### src/rtl/crc_chk_pkg.sv
package crc_chk_pkg;

    localparam int          CRC_W        = 32;
    localparam logic [31:0] CRC_POLY_REF = 32'hEDB88320;
    localparam logic [31:0] CRC_SEED     = 32'hFFFF_FFFF;
    localparam logic [31:0] CRC_XOROUT   = 32'hFFFF_FFFF;

    typedef logic [CRC_W-1:0] crc_t;

    // Per-cycle word beat produced by the address walker
    typedef struct packed {
        logic valid;   // a word is consumed at this edge
        logic last;    // the consumed word is the final one of the pass
    } beat_t;

    // Finished-signature record handed to the verdict stage
    typedef struct packed {
        logic valid;
        crc_t sig;
    } sig_rec_t;

    // Fold 32 data bits into the running reflected CRC, LSB first
    function automatic crc_t crc_fold_word(input crc_t cur, input logic [31:0] data);
        crc_t c;
        c = cur ^ data;
        for (int b = 0; b < 32; b++) begin
            c = c[0] ? ((c >> 1) ^ CRC_POLY_REF) : (c >> 1);
        end
        return c;
    endfunction

endpackage

### src/rtl/crc_verdict.sv
module crc_verdict
    import crc_chk_pkg::*;
(
    input  logic     clk,
    input  logic     rst,
    input  sig_rec_t fin,
    input  crc_t     ref_sig,
    input  logic     clr,
    output logic     done,
    output logic     err_flag,
    output logic     err_pad
);
    logic mismatch;
    logic done_q;
    logic err_q;
    logic pad_q;

    assign mismatch = fin.valid & (fin.sig != ref_sig);

    always_ff @(posedge clk) begin
        if (rst) begin
            done_q <= 1'b0;
            err_q  <= 1'b0;
            pad_q  <= 1'b0;
        end else begin
            done_q <= fin.valid;
            if (mismatch) begin
                err_q <= 1'b1;
            end else if (clr) begin
                err_q <= 1'b0;
            end
            pad_q <= err_q;
        end
    end

    assign done     = done_q;
    assign err_flag = err_q;
    assign err_pad  = pad_q;

endmodule

### config.mk
export PLATFORM = sky130hd
export DESIGN_NAME = crc_verdict
export DESIGN_NICKNAME = d
export VERILOG_FILES = /design/src/rtl/crc_chk_pkg.sv /design/src/rtl/crc_verdict.sv
export SDC_FILE = /design/constraint.sdc
export NUM_CORES = 1
export LEC_CHECK = 0
export ABC_AREA = 1
export CAP_MARGIN = 20
export CORE_MARGIN = 2
export CORE_UTILIZATION = 24
export CTS_BUF_LIST = sky130_fd_sc_hd__clkbuf_2
export CTS_CLUSTER_SIZE = 16
export DETAILED_ROUTE_END_ITERATION = 12
export GPL_TIMING_DRIVEN = 0
export PLACE_DENSITY_LB_ADDON = 0.15
export RECOVER_POWER = 25
export SLEW_MARGIN = 15
export SYNTH_ARGS = -nofsm -noshare
export SYNTH_HDL_FRONTEND = slang
export SYNTH_SLANG_ARGS = --single-unit
### constraint.sdc
create_clock -name clk -period 0.8 [get_ports clk]
set_input_delay 0.12 -clock clk [delete_from_list [all_inputs] [get_ports clk]]
set_output_delay 0.12 -clock clk [all_outputs]
set_load 0.05 [all_outputs]
# After elaboration in Yosys (flattened, before gate mapping)

Index checks and enable logic that the tools add are counted.

Register bits: 3
Word-level logic and storage cells: 8
Input bits: 68
Output and inout port bits: 3

Equal/unequal tests: 1
Multiplexer cells: 2
Bitwise gates (word level): 1
Reductions and logical operators: 1

Operator list:

| cell                   | number |
|---|---|
| 32-bit inequality test | 1 |
| 1-bit 2-to-1 mux       | 2 |
| 2-bit nonzero test     | 1 |
| 1-bit AND              | 1 |

# Logic depth before layout (Yosys ltp)

Word-level depth: 3
Depth in mapped cells: 10
Mapped depth without buffers: 10

# Worst setup path after synthesis

OpenSTA, ideal clock, no wires.

Path kind: register to register
Start: register err_flag (netlist name)
End: register err_q (netlist: err_flag)
Data required time: 0.742 ns
Data arrival time: 0.892 ns
Cell stages (with the launch flop): 5
Path slack: -0.150 ns
Setup time: 0.058 ns
Clock period less this slack: 0.950 ns
Path buffers: 0
Path through: dfxtp_1 > inv_1 > nor2_1 > nand2_1 > nand2_1

RTL lines:

| element              | line              | source |
|---|---|---|
| end signal, assigned | crc_verdict.sv:23 | `err_q <= 1'b0;` |
| end signal, assigned | crc_verdict.sv:28 | `err_q <= 1'b1;` |
| end signal, assigned | crc_verdict.sv:30 | `err_q <= 1'b0;` |
| end, declared        | crc_verdict.sv:15 | `logic err_q;` |

# Worst setup path in the final report

Start: register err_q (netlist: err_flag)
End: output err_flag

RTL lines:

| element       | line              | source |
|---|---|---|
| end, declared | crc_verdict.sv:10 | `output logic err_flag,` |

No word-level cell between the ends.

==> impl_metrics.ini <==
[status]
outcome = finished, violations left
violations = negative setup slack

[synthesis]
netlist_area_um2 = 576.8
syn_inst = 110
muxShareOfSynthArea = 0
yosys.area_share.xor_xnor = 0.3492
synth_cell_type_count = 5
synth_compound_area_frac = 0
synthTopCellsByArea = xnor2_1, nand2_1, inv_1
synthSimpleGateAreaFrac = 0.4100
synth_nets = 178
yosys_register_bits = 3
synth_top_family_by_area = simple AND/OR/NAND/NOR gates
synth_top_area_share = 0.3492
yosysSeqAreaShare = 0.1041
synthAdderAreaFrac = 0
syn_avg_cell_area_um2 = 5.244
yosysWarningCount = 0
synth_area_leader_cell = xnor2_1

[timing]
setup_viol = 1
skew_ns = 0.00001005
drv_slew = 0
period_needed_ns = 0.8002
hold_viol = 0
max_freq_mhz = 1250
worstMarginPinSlew_ns = 0.1426
layout_setup_ws_ns = -0.0002464
setup_tns_ns = -0.0002464
max-slew-margin-rel = 0.9042
min_period_over_period = 1.000
rsz0062_at_grt = true

[critical_path]
cpPeakStageDelay_ns = 0.34
critical_path.endpoint_type = output pin
crit_fanout = 2
crit_arrival_ns = 0.68
slowest_stage = dfxtp_2
crit_chain = buf_8
start_kind = flop
critPathKind = reg -> out
crit_required_ns = 0.68
path_delay_family = flip-flops
cp_num_buf_inv = 1

[power]
p_sw_uw = 296.9
p_sw_frac = 0.3305
power_uw = 898.3
power.density_nw_per_um2 = 798.6
power_frac_comb = 0.587
p_leak_uw = 0.0006670
pwr-share-clk = 0.227
internal_power_uw = 601.5
p_seq_frac = 0.187
irDropWorstVdd_v = 0.0004739

[cts]
htree_levels = 1
cts_sinks = 3
cts_setup_buffers = 0
clk_path_buf_depth = 2
cts_tree = built
cts.clk_slew.worst_paths_ns = 0.04
insertion_delay_ns = 0.19
cts-root-buf = clkbuf_2
cts_made_buffers = 3

[job]
drv_cap = 0

[placed_design]
dp.cells = 208
io_buffers = 70
gp_congestion = 0.6042
dp_hpwl_um = 1680
dp_worst_setup_slack_ns = -0.5462

[final_layout]
final_common_cell = buf_2
instances_no_fill = 212
n_fill_cell = 258
drive_gt1_frac = 0.4837
syn_to_final_growth_pct = 95.01
final_cell_mix = buf_2, nand2_1, xnor2_1, inv_1, nor2_1
n_antenna_cell = 0
fin_util = 0.5036
nets = 253

[drt]
wl_per_cell_um = 8.868
drc = 0
vias = 854
routed_wl_um = 1880
ant_nets = 0
first_iter_violations = 2
drt_pass1_iterations = 2
via_per_inst = 4.028

[floorplan]
initial_utilization = 0.2583
core_um2 = 2233
die_w_um = 53.03
placementRows = 17
io_pins = 71
die_area_um2 = 2812
die_h_um = 53.03

[global_routing]
grt_usage = 0.1311
globalRouteOverflowTotal = 0
antenna_found_initial = 0
grt_pass1_vias = 833
grt_max_degree = 3
grt_pass1_wl_um = 2870

[hold_path]
hold_class = in -> reg
-- cell usage after synthesis (all sizes together) --
library cell,instances
inv,21
nand2,51
xnor2,23
dfxtp,3
nor2,12
-- per-layer routing --
metal  GRT usage  up-vias  part of all wire
met4     0.02564        0                 0
met5           0        -                 0
met1      0.1286      349              0.33
met2      0.2583       49              0.52
li1            -      456                 -
met3     0.04802        0              0.15
-- area by class of cell --
type	count	area, µm²	share of cell area
clock buffers	4	20.02	0.01780
inverters	21	78.83	0.07008
multi-input cells	86	495.5	0.4405
well taps	28	35.03	0.03115
flip-flops and latches	3	63.81	0.05673
repair buffers	70	431.7	0.3838
-- state kept, by name (all words and copies together) (netlist names) --
| register | cells |
|---|---|
| err_pad | 1 |
| err_flag | 1 |
| done | 1 |
-- power by group through the flow --
stage               Clock, µW  Sequential (µW)  Combinational, µW
finish                    204              168                527
global route              234              168                585
CTS                       214              167                479
detailed placement          0              167                621
global placement            0              166                608
floorplan                   0              199                195
-- logic make-up (layout without fill, tap and decap cells) --
| kind of cell | after synthesis | after routing |
|---|---|---|
| xor gates and xnor gates | 23 | 23 |
| buffers and inverters | 21 | 95 |
| DFF | 3 | 3 |
| and+or+nand+nor | 63 | 63 |
-- per-stage QoR --
stage          cell area, µm²  hold slack, ns
3_5_place_dp             1314          0.4442
4_1_cts                  1040          0.4220
2_1_floorplan           578.1          0.2024
3_3_place_gp             1314          0.4268
6_report                 1125          0.3995
5_1_grt                  1125          0.4248
-- path summary, 6_finish.rpt --
kind	from	to	slack, ns	cells after the start
max	err_flag	err_flag	-0.0002	1
min	ref_sig[11]	err_flag	0.40	9
max reg2reg	err_flag	err_flag	0.12	4
min reg2reg	err_flag	err_pad	0.45	2
-- repair_timing --
item,4_1_cts,5_1_grt
hold endpoints to repair,0,0
hold buffers,0,0
setup endpoints to repair,4,4
pin swaps,64,23
resized for setup,255,22
(Power assumes the default switching activity.)
